`config.mk`:
```
export PLATFORM = sky130hd
export DESIGN_NAME = bitsel_pwm
export DESIGN_NICKNAME = d
export VERILOG_FILES = /design/src/rtl/bitsel_pwm_pkg.sv /design/src/rtl/bitsel_pwm_cmpbank.sv /design/src/rtl/bitsel_pwm_shifter.sv /design/src/rtl/bitsel_pwm_pulse.sv /design/src/rtl/bitsel_pwm.sv
export SDC_FILE = /design/constraint.sdc
export NUM_CORES = 1
export LEC_CHECK = 0
export ABC_CLOCK_PERIOD_IN_PS = 3630
export BUFFER_PORTS_ARGS = -buffer_cell sky130_fd_sc_hd__buf_4
export CORE_UTILIZATION = 25
export DETAILED_ROUTE_END_ITERATION = 7
export PLACE_DENSITY_LB_ADDON = 0.1
export REMOVE_ABC_BUFFERS = 1
export SETUP_SLACK_MARGIN = 0.1
export SYNTH_ARGS = -nofsm -noshare
export SYNTH_HDL_FRONTEND = slang
export SYNTH_HIERARCHICAL = 1
export SYNTH_SLANG_ARGS = --single-unit
```
`constraint.sdc`:
```
create_clock -name clk -period 3.63 [get_ports clk]
set_input_delay 0.726 -clock clk [delete_from_list [all_inputs] [get_ports clk]]
set_output_delay 0.726 -clock clk [all_outputs]
set_load 0.02 [all_outputs]
```
`src/rtl/bitsel_pwm_pkg.sv`:
```
package bitsel_pwm_pkg;
   localparam int NUM_CMP = 2;

   typedef enum logic {
      ADV_INTERNAL = 1'b0,
      ADV_EXTERNAL = 1'b1
   } adv_src_e;
endpackage

```
`src/rtl/bitsel_pwm_cmpbank.sv`:
```
module bitsel_pwm_cmpbank #(
   parameter int CW  = 8,
   parameter int NUM = 2
) (
   input  logic                    clk,
   input  logic                    rst_n,
   input  logic [NUM-1:0]          wr,
   input  logic [CW-1:0]           wdata,
   output logic [NUM-1:0][CW-1:0]  value
);
   for (genvar i = 0; i < NUM; i++) begin : g_reg
      always_ff @(posedge clk) begin
         if (!rst_n)
            value[i] <= '0;
         else if (wr[i])
            value[i] <= wdata;
      end
   end
endmodule

```
`src/rtl/bitsel_pwm_shifter.sv`:
```
module bitsel_pwm_shifter #(
   parameter int DW = 8
) (
   input  logic          clk,
   input  logic          rst_n,
   input  logic          load,
   input  logic [DW-1:0] load_byte,
   input  logic          tick,
   output logic          cur_bit,
   output logic          bit_next,
   output logic          byte_done
);
   localparam int RW = (DW > 2) ? $clog2(DW) : 1;
   localparam logic [RW-1:0] LAST_IDX = RW'(DW - 1);

   logic [DW-1:0] shreg;
   logic [DW-1:0] hold;
   logic          pending;
   logic          active;
   logic [RW-1:0] remain;
   logic          boundary;

   assign boundary = tick && (!active || (remain == '0));
   assign cur_bit  = shreg[DW-1];

   always_comb begin
      if (boundary)
         bit_next = pending ? hold[DW-1] : 1'b0;
      else if (tick)
         bit_next = shreg[DW-2];
      else
         bit_next = shreg[DW-1];
   end

   always_ff @(posedge clk) begin
      if (!rst_n) begin
         shreg     <= '0;
         hold      <= '0;
         pending   <= 1'b0;
         active    <= 1'b0;
         remain    <= '0;
         byte_done <= 1'b0;
      end else begin
         if (load)
            hold <= load_byte;
         pending <= (pending && !boundary) || load;
         if (boundary) begin
            byte_done <= active;
            if (pending) begin
               shreg  <= hold;
               remain <= LAST_IDX;
               active <= 1'b1;
            end else begin
               shreg  <= '0;
               remain <= '0;
               active <= 1'b0;
            end
         end else if (tick) begin
            byte_done <= 1'b0;
            shreg     <= {shreg[DW-2:0], 1'b0};
            remain    <= remain - RW'(1);
         end else begin
            byte_done <= 1'b0;
         end
      end
   end
endmodule

```
`src/rtl/bitsel_pwm_pulse.sv`:
```
module bitsel_pwm_pulse #(
   parameter int CW = 8
) (
   input  logic          clk,
   input  logic          rst_n,
   input  logic          tick,
   input  logic          adv,
   input  logic          single,
   input  logic [CW-1:0] cmp_now,
   input  logic [CW-1:0] cmp_next,
   output logic          pwm
);
   logic [CW-1:0] cnt;
   logic [CW-1:0] cnt_inc;
   logic          acted;
   logic          locked;
   logic          hit;
   logic          wrap;

   assign cnt_inc = cnt + CW'(1);
   assign locked  = single && acted;
   assign hit     = (cmp_now != '0) && (cnt_inc == cmp_now);
   assign wrap    = (cnt_inc == '0) && !single && (cmp_now != '0);

   always_ff @(posedge clk) begin
      if (!rst_n) begin
         cnt   <= '0;
         acted <= 1'b0;
         pwm   <= 1'b0;
      end else if (tick) begin
         cnt   <= '0;
         acted <= 1'b0;
         pwm   <= (cmp_next != '0);
      end else if (adv) begin
         cnt <= cnt_inc;
         if (!locked) begin
            if (hit) begin
               pwm   <= 1'b0;
               acted <= 1'b1;
            end else if (wrap) begin
               pwm   <= 1'b1;
               acted <= 1'b0;
            end
         end
      end
   end
endmodule

```
`src/rtl/bitsel_pwm.sv`:
```
module bitsel_pwm
   import bitsel_pwm_pkg::*;
#(
   parameter int CW         = 8,
   parameter int DW         = 8,
   parameter bit HAS_EXT_EN = 1'b1
) (
   input  logic          clk,
   input  logic          rst_n,
   input  logic          cnt_en_int,
   input  logic          cnt_en_ext,
   input  logic          clk_sel,
   input  logic          single_shot,
   input  logic          wr_cmp_a,
   input  logic          wr_cmp_b,
   input  logic [CW-1:0] wr_data,
   input  logic          load_data,
   input  logic [DW-1:0] load_byte,
   input  logic          baud_tick,
   output logic          pwm_out,
   output logic          cur_bit,
   output logic          byte_done
);
   if (CW < 2) begin : g_bad_cw
      $error("bitsel_pwm: CW must be at least 2");
   end
   if (DW < 2) begin : g_bad_dw
      $error("bitsel_pwm: DW must be at least 2");
   end

   logic [NUM_CMP-1:0][CW-1:0] cmp_val;
   logic                       bit_next;
   logic                       cnt_adv;
   logic [CW-1:0]              cmp_now;
   logic [CW-1:0]              cmp_next;

   if (HAS_EXT_EN) begin : g_adv_sel
      assign cnt_adv = (adv_src_e'(clk_sel) == ADV_EXTERNAL) ? cnt_en_ext : cnt_en_int;
   end else begin : g_adv_int
      assign cnt_adv = cnt_en_int;
   end

   bitsel_pwm_cmpbank #(.CW(CW), .NUM(NUM_CMP)) u_cmp (
      .clk   (clk),
      .rst_n (rst_n),
      .wr    ({wr_cmp_b, wr_cmp_a}),
      .wdata (wr_data),
      .value (cmp_val)
   );

   bitsel_pwm_shifter #(.DW(DW)) u_shift (
      .clk       (clk),
      .rst_n     (rst_n),
      .load      (load_data),
      .load_byte (load_byte),
      .tick      (baud_tick),
      .cur_bit   (cur_bit),
      .bit_next  (bit_next),
      .byte_done (byte_done)
   );

   assign cmp_now  = cmp_val[cur_bit];
   assign cmp_next = cmp_val[bit_next];

   bitsel_pwm_pulse #(.CW(CW)) u_pulse (
      .clk      (clk),
      .rst_n    (rst_n),
      .tick     (baud_tick),
      .adv      (cnt_adv),
      .single   (single_shot),
      .cmp_now  (cmp_now),
      .cmp_next (cmp_next),
      .pwm      (pwm_out)
   );
endmodule

```
==> results of run 1 <==
## synth_stat cells, types with 2 or more instances
| cell | number |
|---|---|
| inv_1 | 3 |
| nor3b_1 | 2 |
| mux2i_1 | 26 |
| nand3b_1 | 2 |
| buf_6 | 7 |
| o2111ai_1 | 2 |
| or3_1 | 2 |
| nand4_1 | 5 |
| nor2_1 | 25 |
| dfxtp_1 | 48 |
| xor2_1 | 7 |
| mux2_4 | 16 |
| nor2b_1 | 19 |
| nand2b_1 | 3 |
| and2b_2 | 3 |
| buf_2 | 8 |
| nor4_1 | 2 |
| and2_4 | 3 |
| or4_4 | 2 |
| xnor2_1 | 9 |
| o31a_1 | 3 |
| a21oi_1 | 17 |
| ha_1 | 3 |
| nand2_1 | 11 |
| nor3_1 | 3 |
| nand3_1 | 10 |
| o21ai_0 | 2 |
| o21a_1 | 3 |
| buf_4 | 2 |
## layout make-up
class                   instances  area [sq um]  share of cell area
inverters                       4         15.01            0.005072
repair buffers                 28         210.2             0.07101
multi-input cells             199          1508              0.5093
well taps                     136         170.2             0.05748
clock buffers                   6         82.58             0.02790
flip-flops and latches         48         960.9              0.3246
clock inverters                 2         13.76            0.004649
## metrics by stage
| step | utilization | std cells | area (sq um) | hold slack [ns] |
|---|---|---|---|---|
| 2_1_floorplan | - | 251 | 2484 | 0.4429 |
| 3_3_place_gp | 0.2787 | 415 | 2864 | 0.4746 |
| 3_5_place_dp | 0.2787 | 415 | 2864 | 0.4617 |
| 4_1_cts | 0.2880 | 423 | 2960 | 0.4797 |
| 5_1_grt | 0.2880 | 423 | 2960 | 0.4952 |
| 6_report | 0.2880 | 423 | 2960 | 0.4813 |
## metal layers
layer  global-route usage  up-vias
li1                     -      972
met1               0.1543      896
met5                    0        -
met2               0.1679       28
met3              0.02121        5
met4              0.03622        0
## worst paths after layout
| kind | startpoint | end | slack (ns) | cells after the start |
|---|---|---|---|---|
| worst max-delay path | u_shift/remain[0] | u_pulse/pwm | 0.72 | 11 |
| worst min register to register | u_shift/shreg[0] | u_shift/shreg[0] | 0.48 | 2 |
| worst max register to register | u_shift/remain[0] | u_pulse/pwm | 0.72 | 11 |
| worst min-delay path | u_shift/shreg[0] | u_shift/shreg[0] | 0.48 | 2 |
## cell families (layout without fill, tap and decap cells)
| group | count (synthesis) | after routing | synth area share |
|---|---|---|---|
| adders and majority gates | 3 | 3 | 0.01425 |
| buffers and inverters | 23 | 40 | 0.06315 |
| xor gates and xnor gates | 16 | 16 | 0.05318 |
| and+or+nand+nor | 101 | 101 | 0.2203 |
| DFF | 48 | 48 | 0.3647 |
| muxes | 43 | 43 | 0.1942 |
| AOI/OAI and AO/OA | 36 | 36 | 0.09022 |
## registers in the layout (all words and copies together) (netlist names)
name               flops
u_cmp/value           16
u_pulse/cnt            8
u_shift/hold           8
u_shift/shreg          8
u_shift/remain         3
u_pulse/acted          1
u_pulse/pwm            1
u_shift/active         1
u_shift/byte_done      1
u_shift/pending        1
## layout by cell type, fill, tap and decap left out, types with 2 or more instances in the layout
cell type / count
a21oi_1: 17
and2_4: 3
and2b_2: 3
buf_4: 28
clkbuf_8: 6
dfxtp_1: 48
ha_1: 3
inv_1: 3
mux2_4: 16
mux2i_1: 26
nand2_1: 11
nand2b_1: 3
nand3_1: 10
nand3b_1: 2
nand4_1: 5
nor2_1: 25
nor2b_1: 19
nor3_1: 3
nor3b_1: 2
nor4_1: 2
o2111ai_1: 2
o21a_1: 3
o21ai_0: 2
o31a_1: 3
or3_1: 2
or4_4: 2
xnor2_1: 9
xor2_1: 7
## critical path, cell delays in order (launching register included)
cell      delay [ns]
dfxtp_1         0.32
inv_1           0.05
ha_1            0.20
ha_1            0.20
nand2b_1        0.31
a32oi_1         0.33
nand2_1         0.33
mux2_4          0.39
nor4_1          0.28
nand4_1         0.14
o311a_1         0.15
o31a_1          0.10
## power by group through the flow
stage	Clock (W)	Sequential, W	Combinational (W)
after floorplan	0	0.000574	0.0000958
after global placement	0	0.000581	0.000149
after detailed placement	0	0.000580	0.000150
after CTS	0.000372	0.000568	0.000150
after global routing	0.000395	0.000571	0.000164
final	0.000352	0.000567	0.000147
==> summary.md, run 1 <==
| Metric | Value |
|---|---|
| Outcome | `finished, final reports clean` |
| Peak VDD IR | `around 0.13 mV` |
| Vias/cell | `4.494` |
| DRC violation count after routing | `0` |
| LEAKAGE | `about 1.1 nW` |
| Sequential power share | `0.532` |
| Sw Ratio | `0.2619` |
| Clk pwr share | `0.330` |
| Fillers | `approximately 1100` |
| Largest area contributor in the netlist | `dfxtp_1` |
| Critical Path End Type | `flip-flop` |
| Setup TNS | `0 ns` |
| CTS H-tree lvls | `2` |
| Unrepaired setup endpoints after global routing | `no` |
| Cell Rows | `37` |
| CTS buffer count | `5` |
| Postcts setup bufs | `0` |
| Library cells used by synthesis | `just over 50` |
| Via count | `about 1900` |
| Vias in the first global route | `1844` |
| First-pass GRT wire length | `9.618 mm` |
| WL met2 | `~2.5 mm` |
| Initial antenna violation count | `0` |
| Gpl congestion | `a little over 0.7` |
| MaxCap Viol Count | `0` |
| DIE HEIGHT | `about 100 um` |
| Die Width | `about 100 um` |
| Ys async rst share | `0` |
| Yosys warns | `6` |
| CTS tree | `built` |
| Overall Power | `roughly 0.0011 W` |
| Post-place setup slack | `0.6913 ns` |
| Total Die Area | `approximately 11000 sq um` |
| PortBufs | `28` |
| Clock Sinks | `48` |
| Area grow syn2layout | `12.35%` |
| Net Sw Power | `0.0002793 W` |
| Post-DP HPWL | `between 4 and 5 mm` |
| Share of the synthesized area in the top cell type | `0.3647` |
| DR WL/cell | `around 13 um` |
| Starting Density | `0.2564` |
| Clock Tree Buf Depth | `2` |
| ANT cells | `0` |
| Gate Count Post-Synth | `270` |
| Share of layout cells above drive strength 1 | `0.2334` |
| Yosys reg bits | `48` |
| Post-CTS resize count | `0` |
| Final hold vios | `0` |
| Synth Cell Area | `roughly 2600 sq um` |
| CTS Root Cell | `clkbuf_8` |
| Average size of a mapped cell | `approximately 9.8 sq um` |
| Crit start category | `flip-flop` |
| Placeable Area | `slightly above 10000 sq um` |
| Peak Freq | `between 0.3 and 0.4 GHz` |
| Clock-pin slew on the worst setup and hold paths | `~0.10 ns` |
| CP arrival | `3.12 ns` |
| Worst Tran Pin Value | `about 0.60 ns` |
| Worst skew pair latency | `about 0.3 ns` |
| Share of total power in combinational logic | `0.138` |
| Top post-synthesis cells by area | `dfxtp_1 (36%), mux2i_1 (9.9%), mux2_4 (9.1%)` |
| Worst setup margin | `slightly above 0.7 ns` |
| Pint | `0.0007870 W` |
| TritonRoute pass-1 iters | `4` |
| DR iter-0 viols | `a little over 80` |
| Detail Route Antenna Nets | `0` |
| Fin crit share | `0.8022` |
| GRT Total Usage | `0.1100` |
| Setup violations, final | `0` |
| IO Pins | `29` |
| Wl on met1 | `between 2 and 3 mm` |
| Class of the worst hold path | `reg -> reg` |
| CTS Hold Bufs | `0` |
| Pwr dens | `approximately 360 nW/um^2` |
| Post-synth EDFFs | `0` |
| Worst Skew | `~0.012 ns` |
| Sequential cell area fraction in the yosys report | `0.3647` |
| GRT overflow | `0` |
| Total Wirelength | `approximately 5.6 mm` |
| Ys flop type | `dfxtp_1` |
| Largest net degree at the start of global routing | `25` |
| Critical path peak fanout | `10` |
| Critical path type | `reg -> reg` |
| Slew Limit Headroom | `0.5973` |
| Highest metal used | `met4` |
| Slew Limit Fails | `0` |
| Post-layout minimum cycle time | `about 2.9 ns` |
| # nets final | `about 320` |
| WL met3 | `approximately 150 um` |
| CP required | `about 3.8 ns` |
Power figures use the tool's default switching activity.
==> run 2, diff against run 1 <==
Settings changed: ABC_AREA set to 1, ABC_CLOCK_PERIOD_IN_PS 3630 to 2860.
Clock period 3.63 ns to 2.86 ns, I/O delays scaled along.
==> summary.md, run 2 <==
| Metric | Value |
|---|---|
| CP max stage cell | `dfxtp_1` |
| Class of the worst hold path | `reg -> reg` |
| Area grow syn2layout | `12.29%` |
| Clk pwr share | `0.322` |
| Worst R2R Start | `u_shift/remain[0]` |
| Gate Count Post-Synth | `410` |
| Post-CTS resize count | `0` |
| Post-DP HPWL | `between 4 and 5 mm` |
| Largest Register | `u_cmp/value` |
| GRT overflow | `0` |
| Final hold vios | `0` |
| CP Cell Sequence | `inv_1 -> ha_1 -> ha_1 -> inv_2 -> nand2_8 -> nand2_2 -> nand2_1 -> nand2_1 -> inv_2 -> nand2_1 -> nand2_1 -> nor4_1 -> nand3_1 -> nand2_1 -> a21oi_2` |
| MaxCap Viol Count | `0` |
| Share of the synthesized area in the top cell type | `0.3602` |
| ANT cells | `0` |
| Ys async rst share | `0` |
| Die Width | `105.3 um` |
| Outcome | `finished, final reports clean` |
| Max reg flops | `16` |
| IO Pins | `29` |
| Yosys warns | `6` |
| Slew Limit Headroom | `0.6838` |
| CTS Root Cell | `clkbuf_8` |
| TritonRoute pass-1 iters | `4` |
| Clock Tree Buf Depth | `2` |
| GRT Total Usage | `0.1194` |
| DIE HEIGHT | `105.3 um` |
| Worst Min Path Start | `u_shift/hold[4]` |
| Total Die Area | `roughly 11000 sq um` |
| Critical path type | `reg -> reg` |
| CTS H-tree lvls | `2` |
| Largest net degree at the start of global routing | `20` |
| Starting Density | `0.2584` |
| # nets final | `between 400 and 500` |
| PortBufs | `28` |
| DRC violation count after routing | `0` |
| Vias/cell | `about 4.2` |
| Worst skew pair latency | `roughly 0.30 ns` |
| Fin crit share | `0.8172` |
| Library cells used by synthesis | `30` |
| Layout Utilization | `0.2901` |
| Slew Limit Fails | `0` |
| Largest area contributor in the netlist | `dfxtp_1` |
| Yosys reg bits | `48` |
| Reg2reg path depth | `15` |
| Gpl congestion | `between 0.7 and 0.8` |
| Peak Freq | `approximately 0.43 GHz` |
| Net Sw Power | `just over 0.0004 W` |
| Share of total power in combinational logic | `0.150` |
| Critical path peak fanout | `9` |
| Critical Path End Type | `flip-flop` |
| First-pass GRT wire length | `between 10 and 15 mm` |
| Top post-synthesis cells by area | `dfxtp_1 (36%), nand2_1 (21%), nor2_1 (8.4%)` |
| Total Wirelength | `6.182 mm` |
| Placeable Area | `between 10000 and 15000 sq um` |
| Synth cell count leaders | `nand2_1 (146), nor2_1 (60), dfxtp_1 (48), inv_1 (42), nand3_1 (20)` |
| Worst hold path depth | `2` |
| Sequential power share | `0.528` |
| Clock-pin slew on the worst setup and hold paths | `about 0.1 ns` |
| Sequential cell area fraction in the yosys report | `0.3602` |
| CTS Hold Bufs | `0` |
| Min-Delay Endpoint | `u_shift/shreg[4]` |
| Top-count cell post-synth | `nand2_1` |
| LEAKAGE | `~1.5 nW` |
| Pwr dens | `roughly 470 nW/um^2` |
| DR WL/cell | `around 11 um` |
| Unrepaired setup endpoints after global routing | `no` |
| CP arrival | `between 2 and 3 ns` |
| Vias in the first global route | `about 2200` |
| Average size of a mapped cell | `between 6 and 7 sq um` |
| CTS buffer count | `5` |
| Crit path launch | `u_shift/remain[0]` |
| Setup TNS | `0 ns` |
| Crit path largest cell delay | `roughly 0.34 ns` |
| Pint | `approximately 0.00099 W` |
| Most frequent cells in the layout | `nand2_1 (146), nor2_1 (60), dfxtp_1 (48)` |
| Detail Route Antenna Nets | `0` |
| Share of layout cells above drive strength 1 | `0.1366` |
| Worst Skew | `0.004291 ns` |
| Most Frequent Cell on Critical Path | `nand2_1` |
| Postcts setup bufs | `0` |
| Peak VDD IR | `roughly 0.17 mV` |
| Post-synth EDFFs | `0` |
| Worst Tran Pin Value | `about 0.47 ns` |
| Ys flop type | `dfxtp_1` |
| Setup violations, final | `0` |
| CP required | `between 3 and 4 ns` |
| Cell Rows | `37` |
| Commonest non-fill, non-tap cell in the layout | `nand2_1` |
| DR iter-0 viols | `~100` |
| CTS tree | `built` |
| Initial antenna violation count | `0` |
| Crit start category | `flip-flop` |
| Reg2Reg Capture Point | `u_pulse/pwm` |
| Clock Sinks | `between 40 and 50` |
| Reg2Reg Setup Slack | `roughly 0.52 ns` |
| Synth Cell Area | `2668 sq um` |
| Sw Ratio | `0.2938` |
| Post-layout minimum cycle time | `between 2 and 2.5 ns` |
| Via count | `around 2400` |
| Fillers | `1159` |
==> run 2: cells by family after synthesis <==
| family | after synthesis | synth area share |
|---|---|---|
| AND/OR/NAND/NOR | 253 | 0.4071 |
| buffers and inverters | 64 | 0.1276 |
| flip-flops | 48 | 0.3602 |
| AO/OA/AOI/OAI | 37 | 0.07458 |
| XOR/XNOR | 5 | 0.01642 |
| adder cells (fa/ha/maj) | 3 | 0.01407 |
==> run 2: layer usage <==
metal | GRT usage | wire, um | vias to the layer above
met3 | 0.02103 | 181 | 5
li1 | - | - | 1312
met5 | 0 | 0 | -
met4 | 0.03018 | 57 | 0
met2 | 0.1819 | 2634 | 36
met1 | 0.1728 | 3309 | 1021
==> run 2: worst max-delay path by stage <==
stage          slack [ns]  cells after the start           to
2_1_floorplan        0.84                     15  u_pulse/pwm
3_3_place_gp         0.61                     15  u_pulse/pwm
3_5_place_dp         0.55                     15  u_pulse/pwm
4_1_cts              0.52                     15  u_pulse/pwm
5_1_grt              0.33                     15  u_pulse/pwm
6_report             0.52                     15  u_pulse/pwm
==> run 2: critical path: cells and delay by family (launching register included) <==
kind | cells | cell delay [ns]
adders and majority gates | 2 | 0.37
and+or+nand+nor | 9 | 1.15
DFF | 1 | 0.34
buffers and inverters | 3 | 0.35
AOI/OAI and AO/OA | 1 | 0.03
==> run 2: final cells by class <==
type | count | area [sq um] | share of cell area
Multi-Input combinational cell | 298 | 1366 | 0.4561
Sequential cell | 48 | 960.9 | 0.3208
Timing Repair Buffer | 29 | 217.7 | 0.07268
Inverter | 49 | 183.9 | 0.06140
Tap cell | 136 | 170.2 | 0.05681
Clock buffer | 6 | 82.58 | 0.02757
Clock inverter | 2 | 13.76 | 0.004595
==> run 2: through the flow <==
stage / instance area, sq um / std cells / hold slack [ns] / setup slack (ns) / total power, W
floorplan: 2511 / 395 / 0.4205 / 0.8369 / 0.0008748
global placement: 2899 / 560 / 0.4406 / 0.6139 / 0.0009620
detailed placement: 2899 / 560 / 0.4374 / 0.5527 / 0.0009634
CTS: 2995 / 568 / 0.4540 / 0.5192 / 0.001421
global route: 2995 / 568 / 0.4692 / 0.3328 / 0.001487
finish: 2995 / 568 / 0.4555 / 0.5227 / 0.001396
==> run 2: power groups by stage <==
stage	Sequential, W	Clock [W]	Combinational [W]
floorplan	0.000743	0	0.000131
global placement	0.000753	0	0.000209
detailed placement	0.000752	0	0.000211
CTS	0.000737	0.000472	0.000212
global route	0.000742	0.000501	0.000243
finish	0.000737	0.000449	0.000209
